### config.mk
export PLATFORM = sky130hd
export DESIGN_NAME = i2c_addr_match
export DESIGN_NICKNAME = d
export VERILOG_FILES = /design/src/rtl/i2c_am_pkg.sv /design/src/rtl/i2c_am_slot.sv /design/src/rtl/i2c_am_pick.sv /design/src/rtl/i2c_addr_match.sv
export SDC_FILE = /design/constraint.sdc
export NUM_CORES = 1
export LEC_CHECK = 0
export BUFFER_PORTS_ARGS = -buffer_cell sky130_fd_sc_hd__buf_2
export CAP_MARGIN = 40
export CORE_MARGIN = 1.5
export CORE_UTILIZATION = 25
export CTS_CLUSTER_DIAMETER = 30
export CTS_CLUSTER_SIZE = 20
export DETAILED_ROUTE_END_ITERATION = 7
export GPL_TIMING_DRIVEN = 1
export PLACE_DENSITY = 0.48
export SYNTH_ARGS = -nofsm -noshare
export SYNTH_HDL_FRONTEND = slang
export SYNTH_SLANG_ARGS = --single-unit
### constraint.sdc
create_clock -name clk -period 2.9 [get_ports clk]
set_clock_uncertainty 0.2 [all_clocks]
set_input_delay 0.58 -clock clk [delete_from_list [all_inputs] [get_ports clk]]
set_output_delay 0.58 -clock clk [all_outputs]
set_load 0.05 [all_outputs]
### src/rtl/i2c_am_pkg.sv
package i2c_am_pkg;
   localparam int unsigned AM_ADDR_W = 10;
   localparam logic [4:0]  AM_LONG_PREFIX = 5'b11110;

   typedef enum logic [2:0] {
      AM_IDLE,
      AM_FIRST,
      AM_SECOND,
      AM_CHOSEN,
      AM_REJECT
   } am_state_e;
endpackage

### src/rtl/i2c_am_slot.sv
module i2c_am_slot
   import i2c_am_pkg::*;
(
   input  logic [AM_ADDR_W-1:0] own_addr,
   input  logic [AM_ADDR_W-1:0] own_mask,
   input  logic [7:0]           rx_byte,
   output logic                 hit_short,
   output logic                 hit_long_hi,
   output logic                 hit_long_lo
);
   logic [6:0] diff_short;
   logic [1:0] diff_hi;
   logic [7:0] diff_lo;

   always_comb begin
      diff_short  = (rx_byte[7:1] ^ own_addr[6:0]) & ~own_mask[6:0];
      diff_hi     = (rx_byte[2:1] ^ own_addr[9:8]) & ~own_mask[9:8];
      diff_lo     = (rx_byte      ^ own_addr[7:0]) & ~own_mask[7:0];
      hit_short   = (diff_short == '0);
      hit_long_hi = (rx_byte[7:3] == AM_LONG_PREFIX) && (diff_hi == '0);
      hit_long_lo = (diff_lo == '0);
   end
endmodule

### src/rtl/i2c_am_pick.sv
module i2c_am_pick #(
   parameter int unsigned N = 2,
   parameter int unsigned W = 1
) (
   input  logic [N-1:0] req,
   output logic         any,
   output logic [W-1:0] idx
);
   always_comb begin
      any = |req;
      idx = '0;
      for (int i = N - 1; i >= 0; i--) begin
         if (req[i]) idx = W'(i);
      end
   end
endmodule

### src/rtl/i2c_addr_match.sv
module i2c_addr_match
   import i2c_am_pkg::*;
#(
   parameter int unsigned NUM_SLOTS = 2,
   localparam int unsigned SLOT_W = (NUM_SLOTS > 1) ? $clog2(NUM_SLOTS) : 1,
   localparam int unsigned CFG_W  = NUM_SLOTS * AM_ADDR_W
) (
   input  logic              clk,
   input  logic              rst_n,
   input  logic              start_i,
   input  logic              rstart_i,
   input  logic              stop_i,
   input  logic              byte_vld_i,
   input  logic [7:0]        byte_i,
   input  logic [CFG_W-1:0]  own_addr_i,
   input  logic [CFG_W-1:0]  own_mask_i,
   input  logic              gc_en_i,
   input  logic              ten_bit_en_i,
   output logic              ack_vld_o,
   output logic              ack_o,
   output logic              selected_o,
   output logic              gc_hit_o,
   output logic              rw_o,
   output logic [SLOT_W-1:0] slot_hit_o
);
   generate
      if (NUM_SLOTS < 1 || NUM_SLOTS > 16) begin : g_bad_slots
         $error("i2c_addr_match: NUM_SLOTS must be 1..16");
      end
   endgenerate

   am_state_e            state_q;
   logic [NUM_SLOTS-1:0] hs, hh, hl, cand_q, pick_req;
   logic                 pick_any, gc_ok, start_any;
   logic [SLOT_W-1:0]    pick_idx;

   for (genvar k = 0; k < NUM_SLOTS; k++) begin : g_slot
      i2c_am_slot u_slot (
         .own_addr    (own_addr_i[k*AM_ADDR_W +: AM_ADDR_W]),
         .own_mask    (own_mask_i[k*AM_ADDR_W +: AM_ADDR_W]),
         .rx_byte     (byte_i),
         .hit_short   (hs[k]),
         .hit_long_hi (hh[k]),
         .hit_long_lo (hl[k])
      );
   end

   always_comb begin
      start_any = start_i | rstart_i;
      gc_ok     = gc_en_i && (byte_i[7:1] == 7'd0);
      if (state_q == AM_SECOND) pick_req = cand_q & hl;
      else if (ten_bit_en_i)    pick_req = hh;
      else                      pick_req = hs;
   end

   i2c_am_pick #(.N(NUM_SLOTS), .W(SLOT_W)) u_pick (
      .req (pick_req),
      .any (pick_any),
      .idx (pick_idx)
   );

   always_ff @(posedge clk or negedge rst_n) begin
      if (!rst_n) begin
         state_q    <= AM_IDLE;
         ack_vld_o  <= 1'b0;
         ack_o      <= 1'b0;
         selected_o <= 1'b0;
         gc_hit_o   <= 1'b0;
         rw_o       <= 1'b0;
         slot_hit_o <= '0;
         cand_q     <= '0;
      end else begin
         ack_vld_o <= 1'b0;
         if (stop_i || start_any) begin
            state_q    <= stop_i ? AM_IDLE : AM_FIRST;
            ack_o      <= 1'b0;
            selected_o <= 1'b0;
            gc_hit_o   <= 1'b0;
            rw_o       <= 1'b0;
            slot_hit_o <= '0;
            cand_q     <= '0;
         end else if (byte_vld_i) begin
            unique case (state_q)
               AM_FIRST: begin
                  ack_vld_o <= 1'b1;
                  if (ten_bit_en_i && pick_any) begin
                     ack_o   <= 1'b1;
                     cand_q  <= hh;
                     rw_o    <= byte_i[0];
                     state_q <= AM_SECOND;
                  end else if ((!ten_bit_en_i && pick_any) || gc_ok) begin
                     ack_o      <= 1'b1;
                     selected_o <= 1'b1;
                     gc_hit_o   <= gc_ok;
                     rw_o       <= byte_i[0];
                     slot_hit_o <= (!ten_bit_en_i && pick_any) ? pick_idx : '0;
                     state_q    <= AM_CHOSEN;
                  end else begin
                     ack_o   <= 1'b0;
                     state_q <= AM_REJECT;
                  end
               end
               AM_SECOND: begin
                  ack_vld_o <= 1'b1;
                  if (pick_any) begin
                     ack_o      <= 1'b1;
                     selected_o <= 1'b1;
                     slot_hit_o <= pick_idx;
                     state_q    <= AM_CHOSEN;
                  end else begin
                     ack_o   <= 1'b0;
                     rw_o    <= 1'b0;
                     cand_q  <= '0;
                     state_q <= AM_REJECT;
                  end
               end
               default: ;
            endcase
         end
      end
   end

   assert_strobe_clears_R8: assert property (@(posedge clk) disable iff (!rst_n)
      (start_i | rstart_i | stop_i) |=> (!selected_o && !gc_hit_o && !ack_o));

   assert_decision_after_byte_R2: assert property (@(posedge clk) disable iff (!rst_n)
      ack_vld_o |-> $past(byte_vld_i));

   assert_idle_ignores_R1: assert property (@(posedge clk) disable iff (!rst_n)
      (state_q == AM_IDLE && !start_any) |=> !ack_vld_o);

   assert_reject_quiet_R7: assert property (@(posedge clk) disable iff (!rst_n)
      (state_q == AM_REJECT && !start_any && !stop_i) |=> (!ack_vld_o && !selected_o));

   assert_select_acked_R8: assert property (@(posedge clk) disable iff (!rst_n)
      $rose(selected_o) |-> (ack_o && ack_vld_o));

   assert_gc_selected_R4: assert property (@(posedge clk) disable iff (!rst_n)
      gc_hit_o |-> selected_o);

   assert_data_quiet_R11: assert property (@(posedge clk) disable iff (!rst_n)
      (state_q == AM_CHOSEN && !start_any && !stop_i) |=> (!ack_vld_o && $stable(selected_o)));
endmodule

==> results.yml <==
global_route:
  grt_max_degree: 14
  globalRouteTotalUtil_pct: 14.4
  grt_pass1_wl_mm: 6.29
  globalRouteOverflowTotal: 0
  grt_pass1_vias: 1313
  antenna_found_initial: 0
power_and_ir_drop:
  peakVddDrop_mv: 0.114
  p_leak_nw: 0.728
  power_density_nw_per_um2: 299
placement:
  place_inst: 269
  pre_cts_ws_ps: 382
  dpl.hpwl_mm: 3.28
  numPortBuffers: 61
  place_congestion: 0.840
worst_setup_path:
  critPathMaxFanout: 8
  r2r-start: "state_q[1]"
  worstPathRequired_ps: 2830
  crit_start: "state_q[1]"
  worstSetupEndpointType: "register"
  critPathKind: "register to register"
  worstPathArrival_ps: 2270
  worstSetupStartpointType: "register"
clocking:
  clk_pin_slew_ps: 50
  cts_buffers: 3
  cts_setup_buffers: 0
  cts_root_buffer: "clkbuf_8"
  clock_latency_ps: 240
  htreeDepth: 1
  cts_tree: "done"
  ctsHoldBuffers: 0
  cts.sinks: 11
  cts.path.max_buffers: 2
  cts.repair.resized: 0
logic_synthesis:
  yosysTopAreaCellShare_pct: 21.3
  synthFlopType: "dfrtp_1"
  synth_most_common_cell: "xnor2_1"
  netlist_area_sq_um: 1320
  yosysUniqueCellTypes: 51
  syn-num-nets: 202
  ys_ff_latch: 11
  syn_avg_cell_area_sq_um: 9.02
  yosys-top-cells-area: "xnor2_1, dfrtp_1, o22ai_1"
  synth_common_cells: "xnor2_1, o22ai_1, dfrtp_1"
  synth_warnings: 0
  seq_area_frac_synth_pct: 20.9
  async_flop_share_pct: 100
  synth_edf_count: 0
  netlist_instances: 146
  synth_top_cell_by_area: "xnor2_1"
timing:
  tightest_slew_ps: 453
  hold_viol: 0
  rsz0062_at_grt: "false"
  layout_min_cycle_time_ps: 2340
  fmax_mhz: 428
  slew-limit-headroom_pct: 69.4
  slew_violations: 0
  setup_viol: 0
  worst_slack_ps: 561
  fin_crit_sh_pct: 80.7
  setup_tns_ps: 0
cells_and_area:
  antennaDiodeCount: 0
  finalNonFillerCells: 273
  syn_to_final_growth_pct: 30.3
  drive_gt1_share_pct: 40.4
  multi_input_area_sq_um: 968
  register_area_sq_um: 275
  fillers: 550
  fin_nets: 260
detailed_routing:
  routed_wl_mm: 3.80
  drt_iter0_markers: 49
  drc: 0
  drtAntennaViolNets: 0
  viasPerCell: 4.89
  wl_per_cell_um: 13.9
  vias: 1336
  detail_route.first_pass.iterations: 4
die:
  fp.dieArea_sq_um: 5710
  coreArea_sq_um: 5110
  pin_count: 62
  rows: 26
  die_y_um: 75.6
  dieWidth_um: 75.6
  initial_utilization_pct: 25.8
status:
  status: "complete, no violations"
min_path:
  hold_path_class: "input pin to async pin"
run:
  maxCapViolations: 0
[state kept, by name, summed over array words and instances, names as in the netlist]
signal / cells
selected_o: 1
ack_vld_o: 1
ack_o: 1
cand_q: 2
rw_o: 1
gc_hit_o: 1
slot_hit_o: 1
state_q: 3
[critical path, stage by stage, from the launching register on]
cell and delay, ps:
dfrtp_1 420, or3b_1 410, o211ai_4 130, nor4_4 460, nor2_2 130, a211o_1 310
and3_1 160
[per-layer routing]
metal	share of wire (%)	up-vias	wire length (um)	track usage, %
met3	6.9	4	262	1.85
met1	49	613	1850	20.0
met2	44	66	1670	23.6
li1	-	653	-	-
met4	0.71	0	27	3.57
met5	0	-	0	0
[logic make-up after synthesis]
family / synth area share [%]
simple gates: 24.4
compound gates: 25.1
xor+xnor: 23.3
buf+inv: 5.51
flops: 20.9
mux: 0.760
[per-stage QoR]
stage | util, % | area [sq um] | power [mW] | hold WS, ps
6_report | 33.6 | 1720 | 0.513 | 2.30
2_1_floorplan | - | 1320 | 0.291 | 84.4
3_5_place_dp | 32.7 | 1670 | 0.364 | 269
3_3_place_gp | 32.7 | 1670 | 0.366 | 268
4_1_cts | 33.6 | 1720 | 0.519 | 14.0
5_1_grt | 33.6 | 1720 | 0.548 | 27.5
[layout by cell type (no fill, tap or decap), types with 3 or more instances in the layout]
master and n:
and2_1 3, buf_2 61, clkbuf_8 3, dfrtp_1 11, inv_1 4, nand2_1 9, nor2_1 5, nor3_1 4
o22ai_1 12, o31ai_1 3, xnor2_1 32, xor2_1 3
[report_power, final]
part	total [mW]	internal [mW]	switching (mW)	leakage (nW)
clock	0.154	0.0965	0.0572	0.0228
sequential	0.160	0.156	0.00307	0.151
combinational	0.200	0.0932	0.107	0.554
total	0.513	0.346	0.167	0.728
[path summary, 6_finish.rpt]
path                       depth (start not counted)  slack [ps]         end
max                                                6         560  state_q[0]
min                                                1           2   ack_vld_o
max reg2reg                                        6         560  state_q[0]
min reg2reg                                        1         330  selected_o
max in group asynchronous                          1        2290        rw_o
min in group clk                                   1         330  selected_o
[final cells by class]
cell class	count	share of cell area [%]
clock buffer	4	2.63
tap	70	5.11
inverter	5	1.09
timing repair buffer	63	18.7
multi-input combinational	120	56.5
sequential	11	16.0
Note: power is estimated with default switching activity, not from simulation.
